## config.mk

```make
export PLATFORM = sky130hd
export DESIGN_NAME = wh_input_port
export DESIGN_NICKNAME = d
export VERILOG_FILES = /design/src/rtl/wh_pkg.sv /design/src/rtl/wh_dir_decode.sv /design/src/rtl/wh_vc_lane.sv /design/src/rtl/wh_input_port.sv
export SDC_FILE = /design/constraint.sdc
export NUM_CORES = 1
export LEC_CHECK = 0
export BUFFER_PORTS_ARGS = -buffer_cell sky130_fd_sc_hd__buf_2
export CAP_MARGIN = 20
export CORE_UTILIZATION = 30
export CTS_CLUSTER_SIZE = 30
export DETAILED_ROUTE_END_ITERATION = 16
export PLACE_DENSITY = 0.56
export SLEW_MARGIN = 40
export SYNTH_ARGS = -nofsm -noshare
export SYNTH_HDL_FRONTEND = slang
export SYNTH_SLANG_ARGS = --single-unit
```

## constraint.sdc

```tcl
create_clock -name clk -period 2.7 [get_ports clk]
set_input_delay 0 -clock clk [delete_from_list [all_inputs] [get_ports clk]]
set_output_delay 0 -clock clk [all_outputs]
set_load 0.01 [all_outputs]
```

## src/rtl/wh_pkg.sv

```systemverilog
package wh_pkg;

    typedef enum logic [1:0] {
        LN_IDLE = 2'd0,
        LN_FWD  = 2'd1,
        LN_WAIT = 2'd2
    } lane_state_e;

    typedef enum logic [1:0] {
        FK_BODY   = 2'b00,
        FK_TAIL   = 2'b01,
        FK_HEAD   = 2'b10,
        FK_SINGLE = 2'b11
    } flit_kind_e;

    function automatic logic opens_packet(input logic [1:0] ctl);
        return (ctl == FK_HEAD) || (ctl == FK_SINGLE);
    endfunction

    function automatic logic closes_packet(input logic [1:0] ctl);
        return (ctl == FK_TAIL) || (ctl == FK_SINGLE);
    endfunction

endpackage

```

## src/rtl/wh_dir_decode.sv

```systemverilog
module wh_dir_decode #(
    parameter int DIR_W = 2
) (
    input  logic [DIR_W-1:0]        code,
    input  logic                    en,
    output logic [(1<<DIR_W)-1:0]   onehot
);
    localparam int NUM_DST = 1 << DIR_W;

    for (genvar d = 0; d < NUM_DST; d++) begin : g_dst
        assign onehot[d] = en && (code == DIR_W'(d));
    end
endmodule

```

## src/rtl/wh_vc_lane.sv

```systemverilog
module wh_vc_lane
    import wh_pkg::*;
#(
    parameter int DATA_W  = 32,
    parameter int ROUTE_W = 18,
    parameter int DIR_W   = 2
) (
    input  logic                       clk,
    input  logic                       rst_n,
    input  logic                       cap,
    input  logic [DATA_W+1:0]          flit_in,
    input  logic                       ack,
    output logic                       resp,
    output logic [DATA_W+1:0]          flit_out,
    output logic [(1<<DIR_W)-1:0]      send,
    output logic [(1<<DIR_W)-1:0]      lock
);
    localparam int FLIT_W  = DATA_W + 2;
    localparam int NUM_DST = 1 << DIR_W;
    localparam int CTL_LO  = FLIT_W - 2;

    lane_state_e             state_q, state_d;
    logic [FLIT_W-1:0]       slot_q;
    logic [DIR_W-1:0]        dir_q;
    logic                    in_opens, slot_closes;
    logic                    load_head, load_body;
    logic                    fwd, locked;
    logic [FLIT_W-1:0]       head_fwd;

    assign in_opens    = opens_packet(flit_in[FLIT_W-1:CTL_LO]);
    assign slot_closes = closes_packet(slot_q[FLIT_W-1:CTL_LO]);
    assign load_head   = (state_q == LN_IDLE) && cap && in_opens;
    assign load_body   = (state_q == LN_WAIT) && cap;
    assign head_fwd    = {flit_in[FLIT_W-1:ROUTE_W], {DIR_W{1'b0}},
                          flit_in[ROUTE_W-1:DIR_W]};

    always_ff @(posedge clk) begin
        if (!rst_n) state_q <= LN_IDLE;
        else        state_q <= state_d;
    end

    always_comb begin
        state_d = state_q;
        unique case (state_q)
            LN_IDLE: if (cap && in_opens) state_d = LN_FWD;
            LN_FWD:  if (ack)             state_d = slot_closes ? LN_IDLE : LN_WAIT;
            LN_WAIT: if (cap)             state_d = LN_FWD;
            default:                      state_d = LN_IDLE;
        endcase
    end

    always_ff @(posedge clk) begin
        if (!rst_n) begin
            slot_q <= '0;
            dir_q  <= '0;
        end else if (load_head) begin
            slot_q <= head_fwd;
            dir_q  <= flit_in[DIR_W-1:0];
        end else if (load_body) begin
            slot_q <= flit_in;
        end
    end

    always_comb begin
        fwd    = 1'b0;
        locked = 1'b0;
        unique case (state_q)
            LN_IDLE: begin fwd = 1'b0; locked = 1'b0; end
            LN_FWD:  begin fwd = 1'b1; locked = 1'b1; end
            LN_WAIT: begin fwd = 1'b0; locked = 1'b1; end
            default: begin fwd = 1'b0; locked = 1'b0; end
        endcase
        resp     = !fwd;
        flit_out = slot_q;
    end

    wh_dir_decode #(.DIR_W(DIR_W)) u_send_dec (.code(dir_q), .en(fwd),    .onehot(send));
    wh_dir_decode #(.DIR_W(DIR_W)) u_lock_dec (.code(dir_q), .en(locked), .onehot(lock));

    a_r7_hold_until_ack: assert property (@(posedge clk) disable iff (!rst_n)
        (state_q == LN_FWD && !ack) |=> (flit_out == $past(flit_out) && !resp && send == $past(send)));

    a_r6_release_on_tail: assert property (@(posedge clk) disable iff (!rst_n)
        (state_q == LN_FWD && ack && slot_closes) |=> (lock == '0 && send == '0 && resp));

    a_r3_head_claims_path: assert property (@(posedge clk) disable iff (!rst_n)
        (state_q == LN_IDLE && cap && in_opens) |=> ($onehot(send) && lock == send));

    a_r8_stray_drop: assert property (@(posedge clk) disable iff (!rst_n)
        (state_q == LN_IDLE && cap && !in_opens) |=> (resp && lock == '0 && send == '0));

    a_r6_send_inside_lock: assert property (@(posedge clk) disable iff (!rst_n)
        (send & ~lock) == '0);

    a_r11_idle_ack: assert property (@(posedge clk) disable iff (!rst_n)
        (state_q == LN_WAIT && ack && !cap) |=> (lock == $past(lock) && resp));
endmodule

```

## src/rtl/wh_input_port.sv

```systemverilog
module wh_input_port #(
    parameter int DATA_W  = 32,
    parameter int ROUTE_W = 18,
    parameter int DIR_W   = 2,
    parameter int NUM_VC  = 2
) (
    input  logic                                         clk,
    input  logic                                         rst_n,
    input  logic [NUM_VC-1:0]                            lnk_req,
    input  logic [DATA_W+1:0]                            lnk_flit,
    output logic [NUM_VC-1:0]                            lnk_resp,
    output logic [NUM_VC-1:0][DATA_W+1:0]                xb_flit,
    output logic [NUM_VC-1:0][(1<<DIR_W)-1:0]            xb_send,
    output logic [NUM_VC-1:0][(1<<DIR_W)-1:0]            xb_lock,
    input  logic [NUM_VC-1:0]                            xb_ack
);
    logic [NUM_VC-1:0] take;

    // lowest-numbered strobe wins: VC0 has priority
    assign take = lnk_req & (~lnk_req + NUM_VC'(1));

    for (genvar v = 0; v < NUM_VC; v++) begin : g_lane
        wh_vc_lane #(
            .DATA_W (DATA_W),
            .ROUTE_W(ROUTE_W),
            .DIR_W  (DIR_W)
        ) u_lane (
            .clk     (clk),
            .rst_n   (rst_n),
            .cap     (take[v]),
            .flit_in (lnk_flit),
            .ack     (xb_ack[v]),
            .resp    (lnk_resp[v]),
            .flit_out(xb_flit[v]),
            .send    (xb_send[v]),
            .lock    (xb_lock[v])
        );
    end

    a_r9_single_capture: assert property (@(posedge clk) disable iff (!rst_n)
        $onehot0(take) && ((take & ~lnk_req) == '0));
endmodule

```

Yosys cells after proc, flatten, opt, wreduce, memory -nomap -nowiden
Cells that the tools add are included.
{"block": "word_totals", "reg_bits": 76, "input_bits": 40, "out_inout_bits": 86}
{"block": "classes", "addsub": 1, "eq_ne": 22, "mux": 18, "bitwise_logic": 3, "reduce_logical": 41}
{"cell": "2-to-1 mux 34 bit", "n": 4}
{"cell": "logical AND 1 bit", "n": 24}
{"cell": "== test 2 bit, second input constant", "n": 10}
{"cell": "2-to-1 mux 2 bit", "n": 8}
{"cell": "== test 2 x 1 -> 1 bit, second input constant", "n": 6}
{"cell": "inequality test 2 bit, second input constant", "n": 6}
{"cell": "case mux 2 bit (3 select lines)", "n": 2}
{"cell": "logical NOT 2 bit", "n": 4}
{"cell": "OR reduction 2 bit", "n": 4}
{"cell": "AND reduction 3 bit", "n": 2}
{"cell": "2-to-1 mux 1 bit", "n": 4}
{"cell": "nonzero test 2 bit", "n": 2}
{"cell": "logical OR 1 bit", "n": 3}
{"cell": "adder 2 x 1 -> 2 bit, second input constant", "n": 1}
{"cell": "AND 2 bit", "n": 1}
{"cell": "logical NOT 1 bit", "n": 2}
{"cell": "inverter 2 bit", "n": 1}
{"cell": "inverter 1 bit", "n": 1}

Longest topological paths before layout
Gate-level depths: netlist (run 1).
{"block": "logic_depth", "word_depth": 6, "ltp_mapped": 8, "mapped_depth_nobuf": 6}

Hierarchy
A second synthesis (run 1) with hierarchy kept.
{"block": "unflattened", "cells_unflattened": 375, "area_unflattened_um2": 3540.9}
{"module": "wh_vc_lane at g_lane[1].u_lane", "n_inst": 1, "cells_each": 179, "area_each_um2": 1691.6}
{"module": "wh_vc_lane at g_lane[0].u_lane", "n_inst": 1, "cells_each": 179, "area_each_um2": 1685.4}
{"module": "wh_dir_decode", "n_inst": 4, "cells_each": 4, "area_each_um2": 37.5}
{"module": "wh_input_port", "n_inst": 1, "cells_each": 1, "area_each_um2": 13.8}

Least setup slack after synthesis (run 1)
OpenSTA, ideal clock, no wires.
{"block": "synth_path", "kind": "register to register", "startpoint": "register g_lane[1].u_lane.state_q[0]", "endpoint": "register g_lane[1].u_lane.slot_q[23]", "setup_time_ns": 0.116, "arrival_ns": 1.365, "required_ns": 2.584, "slack_ns": 1.219, "path_stages_with_launch": 9, "path_cell_list": "dfxtp_1 inv_1 ha_1 buf_2 a21oi_2 nor2_8 buf_8 mux2i_1 nor2b_1"}
{"block": "synth_via", "elab_chain_len": 4, "elab_cells_between_ends": 7, "cone_classes": "eq/ne: 1; mux: 1; reduce/logical: 5"}
{"element": "start, declared", "line_no": "wh_vc_lane.sv:22", "source": "lane_state_e state_q, state_d;"}
{"element": "start signal, assigned", "line_no": "wh_vc_lane.sv:39", "source": "else state_q <= state_d;"}
{"element": "logical NOT 2 bit", "line_no": "wh_vc_lane.sv:32", "source": "assign load_head = (state_q == LN_IDLE) && cap && in_opens;"}
{"element": "logical AND 1 bit (2 in a row)", "line_no": "wh_vc_lane.sv:32"}
{"element": "2-to-1 mux 34 bit or nonzero test 2 bit (tied branches)"}
{"element": "end signal, assigned", "line_no": "wh_vc_lane.sv:57", "source": "slot_q <= head_fwd;"}
{"element": "end signal, assigned", "line_no": "wh_vc_lane.sv:60", "source": "slot_q <= flit_in;"}
{"element": "end, declared", "line_no": "wh_vc_lane.sv:23", "source": "logic [FLIT_W-1:0] slot_q;"}
Several ways; a longest one is shown, not always the timed one.
A chain may end at the register's enable or synchronous reset.

Final worst setup path (run 1)
{"block": "layout_path", "startpoint": "register g_lane[0].u_lane.state_q[0]", "endpoint": "register g_lane[0].u_lane.slot_q[5]"}
{"block": "layout_via", "elab_chain_len": 4, "elab_cells_between_ends": 7, "cone_classes": "eq/ne: 1; mux: 1; reduce/logical: 5"}
{"element": "start, declared", "line_no": "wh_vc_lane.sv:22"}
{"element": "start signal, assigned", "line_no": "wh_vc_lane.sv:39"}
{"element": "logical NOT 2 bit", "line_no": "wh_vc_lane.sv:32"}
{"element": "logical AND 1 bit (2 in a row)", "line_no": "wh_vc_lane.sv:32"}
{"element": "2-to-1 mux 34 bit or nonzero test 2 bit (tied branches)"}
{"element": "end signal, assigned", "line_no": "wh_vc_lane.sv:57"}
{"element": "end signal, assigned", "line_no": "wh_vc_lane.sv:60"}
{"element": "end, declared", "line_no": "wh_vc_lane.sv:23"}
Several ways; a longest one is shown, not always the timed one.

==> results of run 1 <==
[cell usage in the layout, fill, tap and decap left out, types with 2 or more instances in the layout]
master         count
a21oi_1           20
a32oi_1            2
and3_1             4
and3b_1            4
buf_2            124
buf_4              3
clkbuf_16          9
clkbuf_8           2
clkinv_2           2
dfxtp_1           76
dlygate4sd3_1     32
ha_1               7
inv_1              7
mux2i_1           53
nand2_1           26
nand3_1           36
nand3b_1           3
nor2b_1           36
nor3_1             2
nor3b_1            6
o211a_1           16
o21ai_0           17
or2_2              2
[report_power, final]
group / total [mW] / switching, mW / internal [mW]
logic: 1.10 / 0.608 / 0.488
registers: 1.38 / 0.0970 / 1.28
clock network: 1.22 / 0.458 / 0.763
total: 3.69 / 1.16 / 2.53
[per-stage QoR]
step                setup slack, ns  hold WS (ns)  area [um2]
global route                  0.667        0.0293        4810
floorplan                      1.22         0.145        3540
finish                        0.860        0.0151        4810
CTS                           0.856       0.00730        4800
detailed placement            0.884         0.278        4180
global placement              0.928         0.267        4180
[logic make-up after synthesis]
family | Yosys count | synth area share
AO/OA/AOI/OAI | 60 | 0.120
adder cells (fa/ha/maj) | 7 | 0.0248
buffers and inverters | 35 | 0.0573
flip-flops | 76 | 0.430
multiplexers | 53 | 0.150
AND/OR/NAND/NOR | 128 | 0.218
[routing by layer]
| layer | up-vias | global-route usage | wire length (um) |
|---|---|---|---|
| met3 | 17 | 0.0340 | 414 |
| li1 | 1544 | - | - |
| met5 | - | 0 | 0 |
| met1 | 1499 | 0.195 | 4300 |
| met2 | 79 | 0.268 | 4680 |
| met4 | 0 | 0.0818 | 263 |
[path summary, 6_finish.rpt]
path | to | cells past startpoint
setup / recovery | g_lane[0].u_lane.flit_out[5] | 7
hold / removal | g_lane[0].u_lane.dir_q[0] | 3
setup reg to reg | g_lane[0].u_lane.flit_out[5] | 7
hold reg to reg | g_lane[0].u_lane.flit_out[17] | 2
[sequential cells by signal (all words and copies together), names as in the netlist]
register,count
g_lane.u_lane.state_q,4
g_lane.u_lane.dir_q,4
g_lane.u_lane.flit_out,68
[worst max-delay path, delay by kind of cell (launching register included)]
family / cells / cell delay (ns)
adders and majority gates: 1 / 0.20
DFF: 1 / 0.39
buffers and inverters: 2 / 0.30
AOI/OAI and AO/OA: 1 / 0.18
and+or+nand+nor: 3 / 0.70
[final cells by class]
type	instances	area (um2)	share of cell area
timing repair buffer	159	963	0.200
multi-input combinational	248	1810	0.377
sequential	76	1520	0.317
tap	143	179	0.0372
clock buffer	12	256	0.0534
inverter	7	26.3	0.00547
clock inverter	4	47.5	0.00989
==> qor.yml, run 1 <==
worst_pin_slew_ns: 0.699
syn-num-nets: 406
cts.htree.levels: 3
grt_start_max_net_pins: 51
drc: 0
antenna_found_initial: 0
slew_violations: 0
routed_wl_um: 9660
ant_nets: 0
vias: 3139
num-fill-cells: 1139
ys_types: 38
grt_first_pass_wirelength_um: 15800
grt.overflow.total: 0
cp.arrival_ns: 2.11
hp-start: "lnk_flit[0]"
yosysWarnings: 0
root_buffer: "clkbuf_16"
worstPathMaxFanout: 21
syn-cell-area_um2: 3540
ios: 126
crit_path_end_kind: "register"
min_period_over_period: 0.682
wire_per_inst_um: 14.9
core_area_um2: 11500
p_leak_nw: 2.48
fin_crit_ns: 1.84
dr.first_iter.drc_count: 141
fmax_ghz: 0.543
async_flop_share: 0
slew-limit-headroom: 0.534
via_per_inst: 4.84
cp-start-kind: "register"
clockBufferDepth: 2
cts_tree: "done"
synthFlopType: "dfxtp_1"
grtUsageTotal: 0.161
syn_to_final_growth_pct: 35.9
power_density_nw_per_um2: 768
peakVddDrop_uv: 271
start_util: 0.308
numCtsBuffers: 9
yosys.area.top_type: "dfxtp_1"
tns_ns: 0
layout-drive-gt1-share: 0.304
dieArea_um2: 12200
cts.reportedPaths.clkPinSlew_ns: 0.06
worstPathCellList: "inv_1, ha_1, buf_4, nand2_1, nand2_1, nand3_1, o211a_1"
outcome: "completed"
synth_edf_count: 0
final_nets: 548
cts_sinks: 76
final.setup_skew_ns: 0.00664
cp_common_cell: "nand2_1"
max_stage_delay_ns: 0.49
path_class: "register to register"
power.total_mw: 3.69
synth.most_common_cell: "dfxtp_1"
grt_pass1_vias: 3079
clk_latency_ns: 0.33
cts_repair_resize_count: 0
dieHeight_um: 111
dp.cells: 601
yosys-top-cells-count: "dfxtp_1, mux2i_1, nand3_1, nor2b_1, nand2_1"
yosysSeqAreaShare: 0.430
setup.worst_path.start: "g_lane[0].u_lane.state_q[0]"
gp_congestion: 0.720
reg2reg_setup_slack_ns: 0.86
synth_cells: 359
avgSynthCellArea_um2: 9.85
hold_viol: 0
die_x_um: 111
cap_violations: 0
synth_top_area_frac: 0.430
rr_startpoint: "g_lane[0].u_lane.state_q[0]"
rsz0062_at_grt: "no"
antenna_cells: 0
cts_setup_buffers: 0
cp_slowest_cell: "nand2_1"
final_cells: 649
setup_viol: 0
cts_hold_buf: 32
dr.pass1.iters: 4
synth-seq-cells: 76
hp-class: "input port to register"
io_buffers: 125
postLayoutCoreUtil: 0.419
hpwl_um: 6440
required_ns: 2.97
num_rows: 39
synth_area_leaders: "dfxtp_1, mux2i_1, nor2b_1"
Power figures use the tool's default switching activity.
==> inputs of run 2 (changes only) <==
PLACE_DENSITY = 0.58   (was 0.56)
clock period = 1.6 ns   (was 2.7 ns; I/O delays follow)
==> run 2 against run 1 <==
Combinational power up 85%. Utilization up 1.9 points. Via count up 0.83%. Sequential cell count unchanged. Sequential share of layout area down 1.4 points. Die area unchanged. Maximum frequency up 24%. Routed wire length up 2.0%. Largest cell class unchanged. Highest routed layer unchanged.
==> qor.yml, run 2 (same netlist as run 1, synthesis figures left out) <==
max_stage_delay_ns: 0.37
postPlaceCellArea_um2: 4280
final.setup_skew_ns: 0.00882
fmax_ghz: 0.671
via_per_inst: 4.78
cts_sinks: 76
ant_nets: 0
final_cell_area_um2: 5030
hold_viol: 0
cap_violations: 0
clk_latency_ns: 0.33
grt_pass1_vias: 3143
layout_common_cells: "buf_2, dfxtp_1, mux2i_1, nor2b_1, nand3_1"
io_buffers: 125
wire_per_inst_um: 14.9
num_rows: 39
slew-limit-headroom: 0.745
vias: 3165
tns_ns: 0
required_ns: 1.81
cts.htree.levels: 3
antenna_found_initial: 0
num-fill-cells: 1103
seq_power_share: 0.346
dieArea_um2: 12200
grtUsageTotal: 0.162
hpwl_um: 6570
drc: 0
cp-start-kind: "register"
p_int_mw: 4.64
cp.arrival_ns: 1.70
grt.overflow.total: 0
slew_violations: 0
min_period_over_period: 0.931
fin_crit_ns: 1.49
rsz0062_at_grt: "no"
root_buffer: "clkbuf_16"
core_area_um2: 11500
final_cells: 662
final_nets: 561
antenna_cells: 0
die_x_um: 111
grt_first_pass_wirelength_um: 16000
dp.cells: 609
p_leak_nw: 2.58
largest_reg_flops: 68
switchingPower_mw: 2.03
setup_viol: 0
worstPathMaxFanout: 8
numCtsBuffers: 9
outcome: "completed"
worstPathCellList: "inv_1, ha_1, a21o_2, nand2_8, mux2i_1, nor2b_1"
peakVddDrop_uv: 687
clockBufferDepth: 2
p_comb_frac: 0.306
dr.first_iter.drc_count: 138
cp_slowest_cell: "dfxtp_1"
whs_ns: 0.0120
start_util: 0.308
ios: 126
dr.pass1.iters: 4
syn_to_final_growth_pct: 42.2
crit_path_end_kind: "register"
postLayoutCoreUtil: 0.439
swShare: 0.305
grt_start_max_net_pins: 44
cts.reportedPaths.clkPinSlew_ns: 0.06
dieHeight_um: 111
cts_tree: "done"
routed_wl_um: 9850
path_class: "register to register"
final_common_cell: "buf_2"
power.clock.fraction: 0.348
power_density_nw_per_um2: 1330
hp-class: "input port to register"
gp_congestion: 0.734
layout-drive-gt1-share: 0.331
worst_pin_slew_ns: 0.383
-- run 2: cell count changes in the layout (fill, tap and decap cells not counted), moves of 2 or more --
cell       change
bufinv_16      +2
buf_12         +4
ha_2           +2
clkbuf_8       -2
ha_1           -2
buf_4          +6
-- run 2: routing by layer --
metal	vias up	track usage	wire, um
met2	78	0.269	4840
met3	13	0.0318	386
met4	0	0.0604	187
li1	1569	-	-
met1	1505	0.207	4430
met5	-	0	0
-- run 2: worst paths after layout --
| path | startpoint | to | slack, ns | cells past startpoint |
|---|---|---|---|---|
| max | g_lane[0].u_lane.state_q[1] | g_lane[0].u_lane.flit_out[19] | 0.11 | 6 |
| min | lnk_flit[0] | g_lane[1].u_lane.dir_q[0] | 0.01 | 3 |
| max reg2reg | g_lane[0].u_lane.state_q[1] | g_lane[0].u_lane.flit_out[19] | 0.11 | 6 |
| min reg2reg | g_lane[1].u_lane.flit_out[16] | g_lane[1].u_lane.flit_out[16] | 0.46 | 2 |
-- run 2: metrics by stage --
step,setup WS [ns],power (mW)
2_1_floorplan,0.119,3.60
3_3_place_gp,0.102,4.17
3_5_place_dp,0.0491,4.23
4_1_cts,0.0374,6.64
5_1_grt,0.00474,7.05
6_report,0.111,6.67
-- run 2: worst max-delay path, delay by kind of cell (launching register included) --
kind,cells,cell delay [ns]
flip-flops,1,0.37
AND/OR/NAND/NOR,2,0.22
AO/OA/AOI/OAI,1,0.27
buffers and inverters,1,0.08
adder cells (fa/ha/maj),1,0.23
multiplexers,1,0.21
-- run 2: final cells by class --
| cell class | count | area (um2) | area share |
|---|---|---|---|
| clock buffer | 10 | 229 | 0.0455 |
| clock inverter | 6 | 111 | 0.0221 |
| inverter | 7 | 26.3 | 0.00522 |
| multi-input combinational | 250 | 1870 | 0.372 |
| sequential | 76 | 1520 | 0.302 |
| tap | 143 | 179 | 0.0356 |
| timing repair buffer | 170 | 1090 | 0.217 |
-- run 2: power by group through the flow --
stage / sequential [mW] / combinational (mW) / clock (mW)
global placement: 2.34 / 1.83 / 0
floorplan: 2.44 / 1.16 / 0
global route: 2.34 / 2.25 / 2.46
detailed placement: 2.35 / 1.89 / 0
CTS: 2.31 / 1.96 / 2.38
finish: 2.31 / 2.04 / 2.32
-- run 2: timing repair --
| action | in CTS | in global routing |
|---|---|---|
| hold buffers | 32 | 0 |
| endpoints found under the setup margin | 0 | 36 |
| gates resized for setup | 0 | 7 |
| hold endpoints to repair | 52 | 0 |
| buffers inserted | 0 | 3 |
==> inputs of run 3 (changes only) <==
ABC_AREA = 1   (was not set)
==> run 3 against run 2 <==
Clock power increased by 3%. Sequential cell count unchanged. Non-clock buffer count increased by 2.
==> qor.yml, run 3 <==
synth_edf_count: 0
drc: 0
setup_viol: 0
hpwl_um: 7420
yosysSeqAreaShare: 0.438
whs_endpoint: "g_lane[1].u_lane.state_q[0]"
route.met2.wl_um: 5220
cts.reportedPaths.clkPinSlew_ns: 0.06
reg2reg_setup_slack_ns: 0.12
regToRegEndpoint: "g_lane[0].u_lane.flit_out[24]"
syn_to_final_growth_pct: 41.0
required_ns: 1.83
fmax_ghz: 0.677
dr.pass1.iters: 4
wl_met1_um: 4430
syn-num-nets: 536
grt.overflow.total: 0
wire_per_inst_um: 13.6
multi_input_area_um2: 1620
syn-cell-area_um2: 3480
final_cell_area_um2: 4900
power_density_nw_per_um2: 1480
start_util: 0.314
io_buffers: 125
cts.htree.levels: 3
regArea_um2: 1520
hp-class: "input port to register"
crit_path_end_kind: "register"
final.setup_skew_ns: 0.00414
vias: 3775
slew-limit-headroom: 0.532
rr_startpoint: "g_lane[0].u_lane.state_q[0]"
synth_area_leaders: "dfxtp_1, nand2_1, nor2_1"
clk_latency_ns: 0.34
core_area_um2: 11100
slew_violations: 0
dr_wl_met3_um: 866
ant_nets: 0
cap_violations: 0
layout-drive-gt1-share: 0.264
largest_reg_flops: 68
routed_wl_um: 10700
async_flop_share: 0
antenna_cells: 0
die_x_um: 110
worst_pin_slew_ns: 0.701
final_common_cell: "buf_2"
via_per_inst: 4.82
gp_congestion: 0.831
dr.first_iter.drc_count: 236
final_nets: 685
synth_top_area_frac: 0.438
worstPathMaxFanout: 15
synth_cells: 489
clockBufferDepth: 2
hp-start: "xb_ack[1]"
root_buffer: "clkbuf_16"
grt_first_pass_wirelength_um: 16800
postPlaceCellArea_um2: 4200
yosysWarnings: 0
layout_common_cells: "buf_2, nand2_1, dfxtp_1, nor2_1, inv_1"
grt_start_max_net_pins: 39
synthFlopType: "dfxtp_1"
outcome: "completed"
cts_sinks: 76
whs_ns: 0.0379
top_layer: "met4"
path_class: "register to register"
cp.arrival_ns: 1.71
dieHeight_um: 110
ys_types: 26
yosys-top-cells-count: "nand2_1, dfxtp_1, nor2_1, inv_1, o21ai_0"
numCtsBuffers: 9
grtUsageTotal: 0.184
grt_pass1_vias: 3530
num-fill-cells: 1154
dieArea_um2: 12000
min_delay_path_depth: 4
antenna_found_initial: 1
rsz0062_at_grt: "yes"
synth-seq-cells: 76
avgSynthCellArea_um2: 7.11
synth.most_common_cell: "nand2_1"
num_rows: 38
cp-start-kind: "register"
reg2regPathDepth: 7
hold_viol: 0
cts_tree: "done"
p_leak_nw: 2.39
fin_crit_ns: 1.48
yosys.area.top_type: "dfxtp_1"
peakVddDrop_uv: 835
ios: 126
min_period_over_period: 0.924
==> run 3: logic make-up (layout without fill, tap and decap cells) <==
logic type / after synthesis / after routing / share of synthesized area
buffers and inverters: 73 / 227 / 0.0993
AND/OR/NAND/NOR: 237 / 237 / 0.292
AO/OA/AOI/OAI: 96 / 96 / 0.145
adder cells (fa/ha/maj): 7 / 7 / 0.0252
flip-flops: 76 / 76 / 0.438
==> run 3: repair_timing <==
action / in CTS / in global routing
hold endpoints to repair: 49 / 0
endpoints found under the setup margin: 0 / 29
resized for setup: 0 / 9
hold buffers: 33 / 0
buffers inserted: 0 / 0
==> run 3: how the worst max path moves through the flow <==
stage / from / end / cells past startpoint
finish: g_lane[0].u_lane.state_q[0] / g_lane[0].u_lane.flit_out[24] / 7
global route: g_lane[0].u_lane.state_q[0] / g_lane[0].u_lane.flit_out[33] / 7
CTS: g_lane[0].u_lane.state_q[0] / g_lane[0].u_lane.flit_out[33] / 7
detailed placement: g_lane[0].u_lane.state_q[0] / g_lane[0].u_lane.flit_out[33] / 7
global placement: g_lane[0].u_lane.state_q[0] / g_lane[0].u_lane.flit_out[33] / 7
floorplan: g_lane[0].u_lane.state_q[0] / g_lane[0].u_lane.flit_out[10] / 7
==> run 3: final cells by class <==
class                           count  share of cell area
Clock buffer                       12              0.0523
Clock inverter                      4              0.0194
Inverter                           39              0.0309
Multi-Input combinational cell    340               0.331
Sequential cell                    76               0.310
Tap cell                          140              0.0357
Timing Repair Buffer              172               0.220
==> run 3: layer usage <==
metal,track usage,vias up
li1,-,1903
met1,0.212,1724
met2,0.317,136
met3,0.0628,12
met4,0.0638,0
met5,0,-
==> run 3: power breakdown <==
| part | internal, mW | switching [mW] |
|---|---|---|
| Combinational | 0.922 | 1.45 |
| Sequential | 2.27 | 0.219 |
| Clock | 1.61 | 0.786 |
| Total | 4.80 | 2.46 |
==> run 3: through the flow <==
stage	setup TNS, ns	setup WS (ns)	power (mW)	instances	util
after floorplan	0	0.209	4.02	489	-
after detailed placement	0	0.0447	4.82	734	0.379
after global routing	-0.00894	-0.00894	7.72	783	0.442
final	0	0.122	7.26	783	0.442
after global placement	0	0.119	4.77	734	0.379
after CTS	0	0.0345	7.28	783	0.440
==> run 3: critical path: stages, from the launching register on <==
cell and delay, ns:
dfxtp_1 0.37, inv_1 0.10, ha_1 0.24, nand2_2 0.13, nand2_2 0.10, buf_4 0.20, o21ai_0 0.18, nor2_1 0.06
